<file path="src/rtl/gk_pkg.sv">
package gk_pkg;
  localparam int unsigned GK_MAX_FILTERS = 4;
  localparam int unsigned GK_STATUS_LSB  = 16;
  localparam int unsigned GK_WORD_W      = 32;

  typedef enum logic {
    GATE_SHUT = 1'b0,
    GATE_OPEN = 1'b1
  } gate_e;
endpackage

</file>
<file path="src/rtl/gk_txn_counter.sv">
module gk_txn_counter #(
  parameter int unsigned CNT_W = 4
) (
  input  logic clk_i,
  input  logic rst_ni,
  input  logic issue_i,
  input  logic retire_i,
  output logic empty_o,
  output logic full_o
);
  localparam logic [CNT_W-1:0] CntMax  = '1;
  localparam logic [CNT_W-1:0] CntZero = '0;

  logic [CNT_W-1:0] cnt_q;
  logic             retire_ok;

  // completions with nothing outstanding are dropped
  assign retire_ok = retire_i && (cnt_q != CntZero);

  always_ff @(posedge clk_i or negedge rst_ni) begin
    if (!rst_ni) begin
      cnt_q <= CntZero;
    end else begin
      unique case ({issue_i, retire_ok})
        2'b10:   cnt_q <= cnt_q + 1'b1;
        2'b01:   cnt_q <= cnt_q - 1'b1;
        default: cnt_q <= cnt_q;
      endcase
    end
  end

  assign empty_o = (cnt_q == CntZero);
  assign full_o  = (cnt_q == CntMax);

  AST_NO_OVERFLOW: assert property (@(posedge clk_i) disable iff (!rst_ni)
    !(full_o && issue_i));
  AST_NO_UNDERFLOW: assert property (@(posedge clk_i) disable iff (!rst_ni)
    (empty_o && retire_i && !issue_i) |=> empty_o);
endmodule

</file>
<file path="src/rtl/gk_gate_state.sv">
module gk_gate_state
  import gk_pkg::*;
(
  input  logic clk_i,
  input  logic rst_ni,
  input  logic want_open_i,
  input  logic drained_i,
  output logic open_o
);
  gate_e state_q, state_d;

  always_comb begin
    state_d = state_q;
    if (want_open_i)    state_d = GATE_OPEN;
    else if (drained_i) state_d = GATE_SHUT;
  end

  always_ff @(posedge clk_i or negedge rst_ni) begin
    if (!rst_ni) state_q <= GATE_OPEN;
    else         state_q <= state_d;
  end

  assign open_o = (state_q == GATE_OPEN);

  AST_OPEN_NEXT: assert property (@(posedge clk_i) disable iff (!rst_ni)
    (want_open_i && !open_o) |=> open_o);
  AST_SHUT_AFTER_DRAIN: assert property (@(posedge clk_i) disable iff (!rst_ni)
    (open_o && !(drained_i && !want_open_i)) |=> open_o);
  AST_HOLD_WHEN_MATCHED: assert property (@(posedge clk_i) disable iff (!rst_ni)
    (want_open_i == open_o) |=> $stable(open_o));
endmodule

</file>
<file path="src/rtl/gk_filter.sv">
module gk_filter #(
  parameter int unsigned CNT_W = 4
) (
  input  logic clk_i,
  input  logic rst_ni,
  input  logic want_open_i,
  input  logic cmd_valid_i,
  input  logic cmd_done_i,
  output logic stall_o,
  output logic open_o
);
  logic empty, full, issue;

  // stall while shut, while a close is pending, or at the count limit
  assign stall_o = !(open_o && want_open_i) || full;
  assign issue   = cmd_valid_i && !stall_o;

  gk_txn_counter #(.CNT_W(CNT_W)) i_cnt (
    .clk_i   (clk_i),
    .rst_ni  (rst_ni),
    .issue_i (issue),
    .retire_i(cmd_done_i),
    .empty_o (empty),
    .full_o  (full)
  );

  gk_gate_state i_gate (
    .clk_i      (clk_i),
    .rst_ni     (rst_ni),
    .want_open_i(want_open_i),
    .drained_i  (empty),
    .open_o     (open_o)
  );

  AST_STALL_WHEN_SHUT: assert property (@(posedge clk_i) disable iff (!rst_ni)
    !open_o |-> stall_o);
  AST_SHUT_ONLY_EMPTY: assert property (@(posedge clk_i) disable iff (!rst_ni)
    (open_o && !empty) |=> open_o);
endmodule

</file>
<file path="src/rtl/filter_gate_keeper.sv">
module filter_gate_keeper
  import gk_pkg::*;
#(
  parameter int unsigned NUM_FILTERS = 4,
  parameter int unsigned CNT_W       = 4
) (
  input  logic                   clk_i,
  input  logic                   rst_ni,
  input  logic                   cfg_we_i,
  input  logic [31:0]            cfg_wdata_i,
  output logic [31:0]            cfg_rdata_o,
  input  logic [NUM_FILTERS-1:0] cmd_valid_i,
  input  logic [NUM_FILTERS-1:0] cmd_done_i,
  output logic [NUM_FILTERS-1:0] cmd_stall_o
);
  localparam int unsigned NumF = (NUM_FILTERS > GK_MAX_FILTERS) ? GK_MAX_FILTERS : NUM_FILTERS;

  logic [NUM_FILTERS-1:0] want_q;
  logic [NUM_FILTERS-1:0] open_w;
  logic                   unused_wdata;

  assign unused_wdata = ^cfg_wdata_i;

  always_ff @(posedge clk_i or negedge rst_ni) begin
    if (!rst_ni)       want_q <= '1;
    else if (cfg_we_i) want_q <= cfg_wdata_i[NUM_FILTERS-1:0];
  end

  for (genvar f = 0; f < NUM_FILTERS; f++) begin : g_filt
    gk_filter #(.CNT_W(CNT_W)) i_filt (
      .clk_i      (clk_i),
      .rst_ni     (rst_ni),
      .want_open_i(want_q[f]),
      .cmd_valid_i(cmd_valid_i[f]),
      .cmd_done_i (cmd_done_i[f]),
      .stall_o    (cmd_stall_o[f]),
      .open_o     (open_w[f])
    );
  end

  always_comb begin
    cfg_rdata_o = '0;
    cfg_rdata_o[NumF-1:0]                = want_q[NumF-1:0];
    cfg_rdata_o[GK_STATUS_LSB +: NumF]   = open_w[NumF-1:0];
  end

  AST_WRITE_LANDS: assert property (@(posedge clk_i) disable iff (!rst_ni)
    cfg_we_i |=> (cfg_rdata_o[NumF-1:0] == $past(cfg_wdata_i[NumF-1:0])));
endmodule

</file>
<file path="config.mk">
export PLATFORM = sky130hd
export DESIGN_NAME = filter_gate_keeper
export DESIGN_NICKNAME = d
export VERILOG_FILES = /design/src/rtl/gk_pkg.sv /design/src/rtl/gk_txn_counter.sv /design/src/rtl/gk_gate_state.sv /design/src/rtl/gk_filter.sv /design/src/rtl/filter_gate_keeper.sv
export SDC_FILE = /design/constraint.sdc
export NUM_CORES = 1
export LEC_CHECK = 0
export ABC_AREA = 1
export BUFFER_PORTS_ARGS = -buffer_cell sky130_fd_sc_hd__buf_2
export CORE_MARGIN = 4
export CORE_UTILIZATION = 49
export CTS_BUF_LIST = sky130_fd_sc_hd__clkbuf_4 sky130_fd_sc_hd__clkbuf_8
export CTS_CLUSTER_SIZE = 10
export DETAILED_ROUTE_END_ITERATION = 10
export PLACE_DENSITY_LB_ADDON = 0.3
export SLEW_MARGIN = 20
export SYNTH_ARGS = -nofsm -noshare
export SYNTH_HDL_FRONTEND = slang
export SYNTH_SLANG_ARGS = --single-unit
</file>
<file path="constraint.sdc">
create_clock -name clk_i -period 2.3 [get_ports clk_i]
set_input_delay 0.23 -clock clk_i [delete_from_list [all_inputs] [get_ports clk_i]]
set_output_delay 0.23 -clock clk_i [all_outputs]
set_load 0.05 [all_outputs]
</file>
==> results.json <==
{
  "critical_path_class": "reg -> reg",
  "clock_latency_ps": 310,
  "worstMarginPinSlew_ps": 537.2,
  "r2r-start": "g_filt[3].i_filt.i_cnt.cnt_q[0]",
  "yosys.area.top_type": "dfrtp_1",
  "hold_path_end": "want_q[0]",
  "numPortBuffers": 26,
  "clock_sinks": 24,
  "ys_ff_latch": 24,
  "fillers": 338,
  "synth_most_common_cell": "nand2_1",
  "clock_skew_ps": 6.168,
  "initial_core_util_pct": 51.90,
  "syn-mean-instance-area_sq_um": 8.144,
  "crit_family": "simple AND/OR/NAND/NOR gates",
  "max_freq_mhz": 511.7,
  "reg2reg_depth": 10,
  "synthTopCellsByArea": "dfrtp_1 23%, buf_4 15%, dfstp_2 12%",
  "post-dp-hpwl_microns": 2261,
  "ctsHoldBuffers": 1,
  "ios": 79,
  "grt_overflow": 0,
  "syn2layout_area_growth_pct": 2.845,
  "start_kind": "register",
  "cp_slowest_cell": "dfrtp_1",
  "crit_buf_inv": 1,
  "cts_tree": "built",
  "power_leakage_nw": 0.9767,
  "die_h_microns": 67.92,
  "track_usage_pct": 13.64,
  "yosysSeqAreaShare_pct": 34.71,
  "antenna_found_initial": 0,
  "crit_chain": "inv_1 -> nand3_1 -> and2_1 -> ha_1 -> ha_1 -> or2_1 -> nand2_1 -> nand2_1 -> nand3b_1 -> nand2_1",
  "regArea_sq_um": 610.6,
  "status": "complete, no violations",
  "postCtsSetupBuffers": 0,
  "max_stage_delay_ps": 440,
  "multi_input_area_sq_um": 870.8,
  "drt_wl_total_microns": 2813,
  "drt-initial-drc-count": 62,
  "yosys.area.top_type_share_pct": 22.76,
  "ys_top_cells_by_count": "54 x nand2_1, 36 x buf_4, 25 x inv_1, 16 x dfrtp_1, 14 x nand3_1",
  "clock-root-buffer": "clkbuf_4",
  "gp_congestion": 0.7898,
  "synth-async-reset-ratio_pct": 100.0,
  "clock_path_buffers": 2,
  "final_net_count": 294,
  "critPathMostFrequentCell": "nand2_1",
  "min_path_cells": 3,
  "final_max_slew_viol_count": 0,
  "drc_errors": 0,
  "dr_total_vias": 1255,
  "ys_types": 18,
  "wire_per_inst_microns": 10.05,
  "p_per_area_nw_per_um2": 1374,
  "layout-drive-gt1-share_pct": 16.24,
  "dieArea_sq_um": 4613,
  "drv_cap": 0,
  "ant_nets": 0,
  "die_w_microns": 67.92,
  "cts_resized": 0,
  "grt_max_degree": 25,
  "yosys_most_used_dff": "dfrtp_1",
  "r2r_slack_ps": 350,
  "path_max_fanout": 4,
  "dr.pass1.iters": 4,
  "netlist_instances": 216,
  "cts.clk_slew.worst_paths_ps": 130,
  "synth_edf_count": 0,
  "netlist_area_sq_um": 1759,
  "ir_drop_v": 0.0004210,
  "crit-reg2reg-capture": "g_filt[3].i_filt.i_cnt.cnt_q[3]",
  "vias_per_cell": 4.482,
  "cts_made_buffers": 3,
  "worstHoldStart": "cfg_wdata_i[0]",
  "rsz0062_at_grt": "no",
  "insertedDiodeCount": 0,
  "rows": 21,
  "critPathArrivalTime_ps": 2160,
  "slew_headroom_pct": 64.19,
  "cp-end-kind": "register",
  "timing.final.crit_share_pct": 84.97,
  "worstPathRequired_ps": 2510,
  "finalSetupViolCount": 0,
  "grt_first_pass_wirelength_microns": 4905,
  "hp-class": "in -> reg",
  "core_region_area_sq_um": 3390,
  "yosysWarningCount": 0,
  "grt_pass1_vias": 1117,
  "htreeDepth": 1,
  "fin_total_pwr_w": 0.002486,
  "hold_viol": 0,
  "finalCriticalPeriod_ps": 1954,
  "fin_setup_tns_ps": 0
}
==> worst max-delay path by stage <==
stage          slack (ps)                             from  cells after the start                              end
5_1_grt               170  g_filt[3].i_filt.i_cnt.cnt_q[0]                     10  g_filt[3].i_filt.i_cnt.cnt_q[3]
4_1_cts               340  g_filt[3].i_filt.i_cnt.cnt_q[0]                     10  g_filt[3].i_filt.i_cnt.cnt_q[3]
3_5_place_dp          360  g_filt[1].i_filt.i_cnt.cnt_q[0]                     10  g_filt[1].i_filt.i_cnt.cnt_q[3]
2_1_floorplan         520  g_filt[3].i_filt.i_cnt.cnt_q[0]                     10  g_filt[3].i_filt.i_cnt.cnt_q[3]
3_3_place_gp          380  g_filt[3].i_filt.i_cnt.cnt_q[0]                     10  g_filt[3].i_filt.i_cnt.cnt_q[3]
6_report              350  g_filt[3].i_filt.i_cnt.cnt_q[0]                     10  g_filt[3].i_filt.i_cnt.cnt_q[3]
==> worst register-to-register path, delay by kind of cell, from the launching register on <==
kind	cells	cell delay, ps
and+or+nand+nor	7	760
buffers and inverters	1	110
adders and majority gates	2	550
DFF	1	440
==> layout make-up <==
| class | instances | area share, % |
|---|---|---|
| Clock buffer | 4 | 2.006 |
| Tap cell | 46 | 3.181 |
| Timing Repair Buffer | 27 | 7.745 |
| Multi-Input combinational cell | 154 | 48.13 |
| Inverter | 25 | 5.187 |
| Sequential cell | 24 | 33.75 |
==> sequential cells by signal (all words and copies together) (netlist names) <==
name and cells:
want_q 4, g_filt.i_filt.i_gate.open_o 4, g_filt.i_filt.i_cnt.cnt_q 16
==> stage by stage <==
step	cells	utilization, %	hold WS (ps)	setup WS, ps	area [sq um]
finish	280	53.38	124.8	345.8	1809
global route	280	53.38	99.51	169.6	1809
CTS	280	53.38	108.5	342.5	1809
detailed placement	275	52.01	245.8	364.5	1763
global placement	275	52.01	242.3	382.8	1763
floorplan	239	-	-65.59	523.4	1846
==> report_power, final <==
group	total, W	switching (W)	internal, W
Combinational	0.00143	0.000918	0.000513
Sequential	0.000838	0.000196	0.000642
Clock	0.000218	0.000121	0.0000966
==> routing by layer <==
metal	wire [microns]	vias up	global-route usage (%)
met5	0	-	0
met4	0	0	4.467
met3	167	0	1.149
met2	1334	33	23.47
met1	1311	561	18.00
li1	-	661	-
==> cell usage in the layout (no fill, tap or decap), types with 8 or more instances in the layout <==
cell      n
conb_1   24
ha_1     12
o21ai_0  12
nand4_1   8
dfrtp_1  16
nand2_1  54
dfstp_2   8
nand3_1  14
buf_2    26
inv_1    25
==> cells by family after synthesis <==
kind of cell	count (synthesis)	share of synthesized area [%]
xor gates and xnor gates	8	3.983
AOI/OAI and AO/OA	13	3.698
DFF	24	34.71
buffers and inverters	61	20.70
adders and majority gates	16	13.09
other	1	0.2132
and+or+nand+nor	93	23.61
(Power assumes the default switching activity.)
